$ cat config.mk
export PLATFORM = sky130hd
export DESIGN_NAME = pair_issue_decoder
export DESIGN_NICKNAME = d
export VERILOG_FILES = /design/src/rtl/pid_pkg.sv /design/src/rtl/pid_alu_slot.sv /design/src/rtl/pid_mem_slot.sv /design/src/rtl/pid_dep_check.sv /design/src/rtl/pid_align_check.sv /design/src/rtl/pair_issue_decoder.sv
export SDC_FILE = /design/constraint.sdc
export NUM_CORES = 1
export LEC_CHECK = 0
export BUFFER_PORTS_ARGS = -buffer_cell sky130_fd_sc_hd__buf_4
export CAP_MARGIN = 20
export CORE_UTILIZATION = 49
export DETAILED_ROUTE_END_ITERATION = 16
export MAX_ROUTING_LAYER = met4
export PLACE_DENSITY = 0.85
export SYNTH_ARGS = -nofsm -noshare
export SYNTH_HDL_FRONTEND = slang
export SYNTH_SLANG_ARGS = --single-unit
$ cat constraint.sdc
create_clock -name clk -period 5.1 [get_ports clk]
set_input_delay 1.02 -clock clk [delete_from_list [all_inputs] [get_ports clk]]
set_output_delay 1.02 -clock clk [all_outputs]
set_load 0.02 [all_outputs]
$ cat src/rtl/pid_pkg.sv
package pid_pkg;

    localparam int INSN_W     = 32;
    localparam int INSN_BYTES = INSN_W / 8;
    localparam int REG_W      = 5;
    localparam int SLOTS      = 2;
    localparam int PKT_W      = SLOTS * INSN_W;
    localparam int PKT_BYTES  = PKT_W / 8;

    localparam logic [6:0] OPC_OP     = 7'h33;
    localparam logic [6:0] OPC_OPIMM  = 7'h13;
    localparam logic [6:0] OPC_BRANCH = 7'h63;
    localparam logic [6:0] OPC_LUI    = 7'h37;
    localparam logic [6:0] OPC_AUIPC  = 7'h17;
    localparam logic [6:0] OPC_LOAD   = 7'h03;
    localparam logic [6:0] OPC_STORE  = 7'h23;

    localparam logic [INSN_W-1:0] FILLER_WORD = 32'h0000_0013;

    typedef logic [INSN_W-1:0] insn_t;
    typedef logic [REG_W-1:0]  reg_t;

    typedef enum logic [2:0] {
        C0_REG   = 3'd0,
        C0_IMM   = 3'd1,
        C0_BR    = 3'd2,
        C0_UPPER = 3'd3,
        C0_PCREL = 3'd4,
        C0_NONE  = 3'd7
    } c0_class_e;

    typedef struct packed {
        logic      legal;
        c0_class_e cls;
        logic      nop;
        logic      writes;
        reg_t      rd;
        reg_t      rs1;
        reg_t      rs2;
        logic [2:0] funct3;
        insn_t     imm;
    } s0_dec_t;

    typedef struct packed {
        logic      legal;
        logic      store;
        logic      nop;
        logic      uses_rs1;
        logic      uses_rs2;
        reg_t      rd;
        reg_t      rs1;
        reg_t      rs2;
        logic [2:0] funct3;
        insn_t     imm;
    } s1_dec_t;

    function automatic logic [6:0] opc_of(insn_t w);
        return w[6:0];
    endfunction

    function automatic reg_t rd_of(insn_t w);
        return w[11:7];
    endfunction

    function automatic reg_t rs1_of(insn_t w);
        return w[19:15];
    endfunction

    function automatic reg_t rs2_of(insn_t w);
        return w[24:20];
    endfunction

    function automatic logic [2:0] f3_of(insn_t w);
        return w[14:12];
    endfunction

    function automatic insn_t imm_i(insn_t w);
        return {{20{w[31]}}, w[31:20]};
    endfunction

    function automatic insn_t imm_s(insn_t w);
        return {{20{w[31]}}, w[31:25], w[11:7]};
    endfunction

    function automatic insn_t imm_b(insn_t w);
        return {{19{w[31]}}, w[31], w[7], w[30:25], w[11:8], 1'b0};
    endfunction

    function automatic insn_t imm_u(insn_t w);
        return {w[31:12], 12'h000};
    endfunction

endpackage

$ cat src/rtl/pid_alu_slot.sv
module pid_alu_slot
    import pid_pkg::*;
(
    input  insn_t   word,
    output s0_dec_t dec
);
    always_comb begin
        dec        = '0;
        dec.cls    = C0_NONE;
        dec.nop    = (word == FILLER_WORD);
        case (opc_of(word))
            OPC_OP: begin
                dec.legal  = 1'b1;
                dec.cls    = C0_REG;
                dec.writes = 1'b1;
                dec.rd     = rd_of(word);
                dec.rs1    = rs1_of(word);
                dec.rs2    = rs2_of(word);
                dec.funct3 = f3_of(word);
            end
            OPC_OPIMM: begin
                dec.legal  = 1'b1;
                dec.cls    = C0_IMM;
                dec.writes = 1'b1;
                dec.rd     = rd_of(word);
                dec.rs1    = rs1_of(word);
                dec.funct3 = f3_of(word);
                dec.imm    = imm_i(word);
            end
            OPC_BRANCH: begin
                dec.legal  = 1'b1;
                dec.cls    = C0_BR;
                dec.rs1    = rs1_of(word);
                dec.rs2    = rs2_of(word);
                dec.funct3 = f3_of(word);
                dec.imm    = imm_b(word);
            end
            OPC_LUI: begin
                dec.legal  = 1'b1;
                dec.cls    = C0_UPPER;
                dec.writes = 1'b1;
                dec.rd     = rd_of(word);
                dec.imm    = imm_u(word);
            end
            OPC_AUIPC: begin
                dec.legal  = 1'b1;
                dec.cls    = C0_PCREL;
                dec.writes = 1'b1;
                dec.rd     = rd_of(word);
                dec.imm    = imm_u(word);
            end
            default: begin
                dec.legal  = 1'b0;
            end
        endcase
    end
endmodule

$ cat src/rtl/pid_mem_slot.sv
module pid_mem_slot
    import pid_pkg::*;
(
    input  insn_t   word,
    output s1_dec_t dec
);
    always_comb begin
        dec     = '0;
        dec.nop = (word == FILLER_WORD);
        if (dec.nop) begin
            dec.legal = 1'b1;
        end else begin
            case (opc_of(word))
                OPC_LOAD: begin
                    dec.legal    = 1'b1;
                    dec.uses_rs1 = 1'b1;
                    dec.rd       = rd_of(word);
                    dec.rs1      = rs1_of(word);
                    dec.funct3   = f3_of(word);
                    dec.imm      = imm_i(word);
                end
                OPC_STORE: begin
                    dec.legal    = 1'b1;
                    dec.store    = 1'b1;
                    dec.uses_rs1 = 1'b1;
                    dec.uses_rs2 = 1'b1;
                    dec.rs1      = rs1_of(word);
                    dec.rs2      = rs2_of(word);
                    dec.funct3   = f3_of(word);
                    dec.imm      = imm_s(word);
                end
                default: begin
                    dec.legal    = 1'b0;
                end
            endcase
        end
    end
endmodule

$ cat src/rtl/pid_dep_check.sv
module pid_dep_check
    import pid_pkg::*;
#(
    parameter int NSRC = 2
) (
    input  s0_dec_t producer,
    input  s1_dec_t consumer,
    output logic    hit
);
    reg_t           src   [NSRC];
    logic           used  [NSRC];
    logic [NSRC-1:0] match;

    assign src[0]  = consumer.rs1;
    assign used[0] = consumer.uses_rs1;
    assign src[1]  = consumer.rs2;
    assign used[1] = consumer.uses_rs2;

    logic live_dest;
    assign live_dest = producer.writes && (producer.rd != '0);

    for (genvar g = 0; g < NSRC; g++) begin : g_src
        assign match[g] = live_dest && used[g] && (src[g] == producer.rd);
    end

    assign hit = |match;
endmodule

$ cat src/rtl/pid_align_check.sv
module pid_align_check #(
    parameter int ADDR_W    = 32,
    parameter int PKT_BYTES = 8
) (
    input  logic [ADDR_W-1:0] addr,
    output logic              misaligned
);
    localparam int LOW_BITS = $clog2(PKT_BYTES);

    assign misaligned = |addr[LOW_BITS-1:0];
endmodule

$ cat src/rtl/pair_issue_decoder.sv
module pair_issue_decoder
    import pid_pkg::*;
#(
    parameter int ADDR_W = 32
) (
    input  logic              clk,
    input  logic              rst,
    input  logic              pkt_valid,
    input  logic [ADDR_W-1:0] pkt_addr,
    input  logic [63:0]       pkt_data,
    output logic              s0_valid,
    output logic [2:0]        s0_class,
    output logic              s0_nop,
    output logic [4:0]        s0_rd,
    output logic [4:0]        s0_rs1,
    output logic [4:0]        s0_rs2,
    output logic [2:0]        s0_funct3,
    output logic [31:0]       s0_imm,
    output logic [ADDR_W-1:0] s0_pc,
    output logic              s1_valid,
    output logic              s1_store,
    output logic              s1_nop,
    output logic [4:0]        s1_rd,
    output logic [4:0]        s1_rs1,
    output logic [4:0]        s1_rs2,
    output logic [2:0]        s1_funct3,
    output logic [31:0]       s1_imm,
    output logic [ADDR_W-1:0] s1_pc,
    output logic              err_align,
    output logic              err_slot0,
    output logic              err_slot1,
    output logic              err_dep,
    output logic              pkt_err
);
    localparam logic [ADDR_W-1:0] SLOT_STEP = ADDR_W'(INSN_BYTES);

    insn_t slot_word [SLOTS];

    for (genvar g = 0; g < SLOTS; g++) begin : g_split
        assign slot_word[g] = pkt_data[g*INSN_W +: INSN_W];
    end

    s0_dec_t d0;
    s1_dec_t d1;
    logic    misaligned;
    logic    dep_hit;

    pid_alu_slot u_alu_slot (
        .word (slot_word[0]),
        .dec  (d0)
    );

    pid_mem_slot u_mem_slot (
        .word (slot_word[1]),
        .dec  (d1)
    );

    pid_dep_check #(.NSRC(2)) u_dep (
        .producer (d0),
        .consumer (d1),
        .hit      (dep_hit)
    );

    pid_align_check #(.ADDR_W(ADDR_W), .PKT_BYTES(PKT_BYTES)) u_align (
        .addr       (pkt_addr),
        .misaligned (misaligned)
    );

    logic any_fault;
    logic accept;

    assign any_fault = misaligned || !d0.legal || !d1.legal || dep_hit;
    assign accept    = pkt_valid && !any_fault;

    always_ff @(posedge clk) begin
        if (rst) begin
            s0_valid  <= 1'b0;
            s1_valid  <= 1'b0;
            err_align <= 1'b0;
            err_slot0 <= 1'b0;
            err_slot1 <= 1'b0;
            err_dep   <= 1'b0;
            pkt_err   <= 1'b0;
            s0_class  <= '0;
            s0_nop    <= 1'b0;
            s0_rd     <= '0;
            s0_rs1    <= '0;
            s0_rs2    <= '0;
            s0_funct3 <= '0;
            s0_imm    <= '0;
            s0_pc     <= '0;
            s1_store  <= 1'b0;
            s1_nop    <= 1'b0;
            s1_rd     <= '0;
            s1_rs1    <= '0;
            s1_rs2    <= '0;
            s1_funct3 <= '0;
            s1_imm    <= '0;
            s1_pc     <= '0;
        end else begin
            s0_valid  <= accept;
            s1_valid  <= accept;
            err_align <= pkt_valid && misaligned;
            err_slot0 <= pkt_valid && !d0.legal;
            err_slot1 <= pkt_valid && !d1.legal;
            err_dep   <= pkt_valid && dep_hit;
            pkt_err   <= pkt_valid && any_fault;
            s0_class  <= d0.cls;
            s0_nop    <= d0.nop;
            s0_rd     <= d0.rd;
            s0_rs1    <= d0.rs1;
            s0_rs2    <= d0.rs2;
            s0_funct3 <= d0.funct3;
            s0_imm    <= d0.imm;
            s0_pc     <= pkt_addr;
            s1_store  <= d1.store;
            s1_nop    <= d1.nop;
            s1_rd     <= d1.rd;
            s1_rs1    <= d1.rs1;
            s1_rs2    <= d1.rs2;
            s1_funct3 <= d1.funct3;
            s1_imm    <= d1.imm;
            s1_pc     <= pkt_addr + SLOT_STEP;
        end
    end
endmodule

==> results.md <==
| Quantity | Reported |
|:---|:---|
| Post-layout net count | 902 |
| Hold Path Class | in -> reg |
| Die Y | 108 um |
| Average footprint of a synthesized cell | 9.85 sq um |
| Worst-path fanout max | 21 |
| Vias in the first global route | 4,695 |
| Cell Area, Synth | 5460 sq um |
| Antenna Violating Nets Remaining | 0 |
| CP Class | reg -> out |
| Worst EP arrival | 1550 ps |
| CTS tree | done |
| Cell type contributing the most total cell area after synthesis | sky130_fd_sc_hd__dfxtp_1 |
| Pre-CTS setup slack | 2120 ps |
| Peak per-stage delay on the critical path | 760 ps |
| Number of buffers added by the clock tree synthesis step | 17 |
| Post-synthesis simple-gate area fraction | 26.1% |
| Iter 0 DRT Violations | 190 |
| Min Tclk post-route | 2570 ps |
| CP top delay family | flip-flops |
| Wire length of the first global-routing pass | 24.0 mm |
| Number of antenna diodes | 0 |
| Synth Area in Compound Gates | 7.01% |
| Cell with the biggest individual delay on the critical path | sky130_fd_sc_hd__dfxtp_1 |
| Critical path depth in cells | 1 |
| Post-route standard cell area excluding fillers | 8050 sq um |
| Number of search-and-repair iterations in the first detailed-routing pass | 6 |
| Post-route fraction of the period consumed by the critical path | 50.4% |
| Wirelength per Cell | 16.9 um |
| Met1 usage | 30.6% |
| Endpoint of the most critical setup path | s1_imm[17] |
| Predominant post-synthesis flop cell | sky130_fd_sc_hd__dfxtp_1 |
| Number of hold-slack violations in the final timing report | 0 |
| Launch point of the worst path | s1_imm[30] |
| Total congestion overflow | 0 |
| Power density cells | 351 nW/um^2 |
| Combinational family with the most area after synthesis | simple AND/OR/NAND/NOR gates |
| Number of antenna violations at the first check in global routing | 0 |
| Synth warn | 0 |
| Area growth from synthesis to layout | 47.4% |
| Multiplexer share of the synthesized area | 0.183% |
| Adder and majority cell fraction of the synthesized area | 0.229% |
| Final Max Slew Viols | 0 |
| Transition time at the pin with the least slew margin | 899 ps |
| Worst path buffer plus inverter count | 1 |
| Launching element type of the critical path | flop |
| FFs w/ async S/R, synth | 0% |
| Top-area cell type share of the netlist area | 56.5% |
| Post-CTS Setup Bufs | 0 |
| Met3 track demand over resource in global routing | 9.26% |
| Setup_tns | 0 ps |
| Clock tree root buffer cell | sky130_fd_sc_hd__clkbuf_8 |
| Run status | completed |
| Effective utilization at floorplan | 50.4% |
| Maximum resistive drop on vdd | 0.193 mV |
| Most used routing layer | met2 |
| Leakage dissipation | 3.64 nW |
| Cell types with the highest counts after synthesis | sky130_fd_sc_hd__dfxtp_1 (154), sky130_fd_sc_hd__nor2_1 (45), sky130_fd_sc_hd__and2_1 (41), sky130_fd_sc_hd__nand2_1 (36), sky130_fd_sc_hd__nor2b_1 (32) |
| HPWL after DPL | 12.0 mm |
| Cell chain of the critical path | buf_4 |
| Die Footprint | 11,600 sq um |
| Number of failing setup endpoints in the final timing report | 0 |
| Fmax | 0.389 GHz |
| Synthesized-area fraction occupied by xor and xnor cells | 4.17% |
| RSZ-0062 raised after global routing | no |
| Biggest area contributors in the synthesized netlist | sky130_fd_sc_hd__dfxtp_1 (56%), sky130_fd_sc_hd__and2_1 (4.7%), sky130_fd_sc_hd__nor2b_1 (3.7%) |
| Share of cells above drive strength 1 | 38.4% |
| Number of sinks driven by the clock tree | 154 |
| Port buffer count | 275 |
| Maximum number of pins on one net before global-route repair | 76 |
| Post-route DRC | 0 |
| Hold Crit Start | pkt_addr[2] |
| Boundary pin count | 276 |
| Required time of the critical path | 4080 ps |
| Cell area after placement | 7420 sq um |
| Most common cell in the synthesized netlist | sky130_fd_sc_hd__dfxtp_1 |
| Area of the core | 10,800 sq um |
| Deepest level of the CTS H-tree | 4 |
| CTS clk-pin slew, worst paths | 70 ps |
| Vias/cell | 5.25 |
| Wire length after detailed routing | 16.2 mm |
| Post-synthesis net count | 654 |
| Cell Rows | 38 |
| Normalized max-slew margin | 39.5% |
| Clock Tree Buf Depth | 2 |
| GR met2 Demand/Resource | 46.9% |
| EDFF count, synth | 0 |
| Endpoint type of the worst setup path | output port |
| Final weighted congestion in routability-driven placement | 0.898 |
| Cell variety after synth | 51 |
| Post-synthesis sequential element count | 154 |
| Hold Buf Count CTS | 0 |
| Least setup slack across all paths after layout | 2530 ps |
| Max-cap violations | 0 |
| Number of gates resized after CTS | 0 |
| Via count of the routed design | 5,011 |
| Sequential element share of the synthesized area | 56.5% |
| Width of the die | 108 um |
| GRT Util Overall | 28.3% |
| Syn Inst Count | 554 |
kinds of logic (layout without fill, tap and decap cells):
family                   after synthesis  after routing
XOR/XNOR                              26             26
adder cells (fa/ha/maj)                1              1
AND/OR/NAND/NOR                      254            254
buffers and inverters                 57            318
multiplexers                           1              1
flip-flops                           154            154
AO/OA/AOI/OAI                         61             61
sequential cells by signal (all words and copies together) (netlist names), 3 cells and up:
signal	cells
s0_rs1	5
s0_pc	32
s1_rs1	5
s1_pc	30
s0_imm	32
s0_rs2	5
s1_funct3	3
s1_rs2	5
s0_class	3
s0_funct3	3
s1_rd	5
s1_imm	12
s0_rd	5
placed cells by master (no fill, tap or decap), types with 2 or more instances in the layout:
| cell type | synthesis | routed |
|---|---|---|
| sky130_fd_sc_hd__a211oi_1 | 2 | 2 |
| sky130_fd_sc_hd__a21oi_1 | 30 | 30 |
| sky130_fd_sc_hd__a22o_1 | 5 | 5 |
| sky130_fd_sc_hd__a22oi_1 | 5 | 5 |
| sky130_fd_sc_hd__and2_1 | 41 | 41 |
| sky130_fd_sc_hd__and3_1 | 12 | 12 |
| sky130_fd_sc_hd__and3b_1 | 2 | 2 |
| sky130_fd_sc_hd__and4_1 | 5 | 5 |
| sky130_fd_sc_hd__buf_4 | 24 | 275 |
| sky130_fd_sc_hd__bufinv_16 | 0 | 4 |
| sky130_fd_sc_hd__clkbuf_16 | 0 | 16 |
| sky130_fd_sc_hd__clkbuf_8 | 0 | 2 |
| sky130_fd_sc_hd__clkinv_4 | 0 | 4 |
| sky130_fd_sc_hd__clkinvlp_4 | 0 | 2 |
| sky130_fd_sc_hd__dfxtp_1 | 154 | 154 |
| sky130_fd_sc_hd__inv_1 | 10 | 10 |
| sky130_fd_sc_hd__inv_6 | 0 | 2 |
| sky130_fd_sc_hd__nand2_1 | 36 | 36 |
| sky130_fd_sc_hd__nand2b_1 | 5 | 5 |
| sky130_fd_sc_hd__nand3_1 | 15 | 15 |
| sky130_fd_sc_hd__nand3b_1 | 2 | 2 |
| sky130_fd_sc_hd__nand4_1 | 6 | 6 |
| sky130_fd_sc_hd__nor2_1 | 45 | 45 |
| sky130_fd_sc_hd__nor2b_1 | 32 | 32 |
| sky130_fd_sc_hd__nor3_1 | 12 | 12 |
| sky130_fd_sc_hd__nor4_1 | 23 | 23 |
| sky130_fd_sc_hd__nor4b_1 | 2 | 2 |
| sky130_fd_sc_hd__o21ai_0 | 8 | 8 |
| sky130_fd_sc_hd__or3_1 | 8 | 8 |
| sky130_fd_sc_hd__xnor2_1 | 17 | 17 |
| sky130_fd_sc_hd__xor2_1 | 9 | 9 |
where the power goes:
part           internal, W  switching, W
logic             0.000120      0.000145
registers          0.00123    0.00000991
clock network     0.000813      0.000499
total              0.00217      0.000654
area by class of cell:
cell class	count	area, sq um
multi-input cells	343	2060
fillers	777	2790
clock inverters	13	193
flip-flops and latches	154	3080
clock buffers	19	432
inverters	10	37.5
well taps	140	175
repair buffers	276	2070
metrics by stage:
stage / total power [W] / utilization (%) / hold WS, ps / std cells
finish: 0.00282 / 74.2 / 686 / 955
global route: 0.00292 / 74.2 / 663 / 955
CTS: 0.00284 / 74.2 / 663 / 954
detailed placement: 0.00153 / 68.4 / 1230 / 922
global placement: 0.00153 / 68.4 / 1220 / 922
floorplan: 0.00138 / - / 1090 / 554
how the worst min path moves through the flow:
stage | endpoint | depth (start not counted)
2_1_floorplan | s1_pc[2] | 1
4_1_cts | s1_pc[2] | 2
3_3_place_gp | s1_pc[2] | 2
6_report | s1_pc[2] | 2
5_1_grt | s1_pc[2] | 2
3_5_place_dp | s1_pc[2] | 2
metal layers:
metal,wire (um),vias to the layer above
met5,0,-
met4,479,0
met3,1550,44
met2,8100,264
met1,6040,2346
li1,-,2357
No activity file was read; power rests on OpenSTA's default activity.
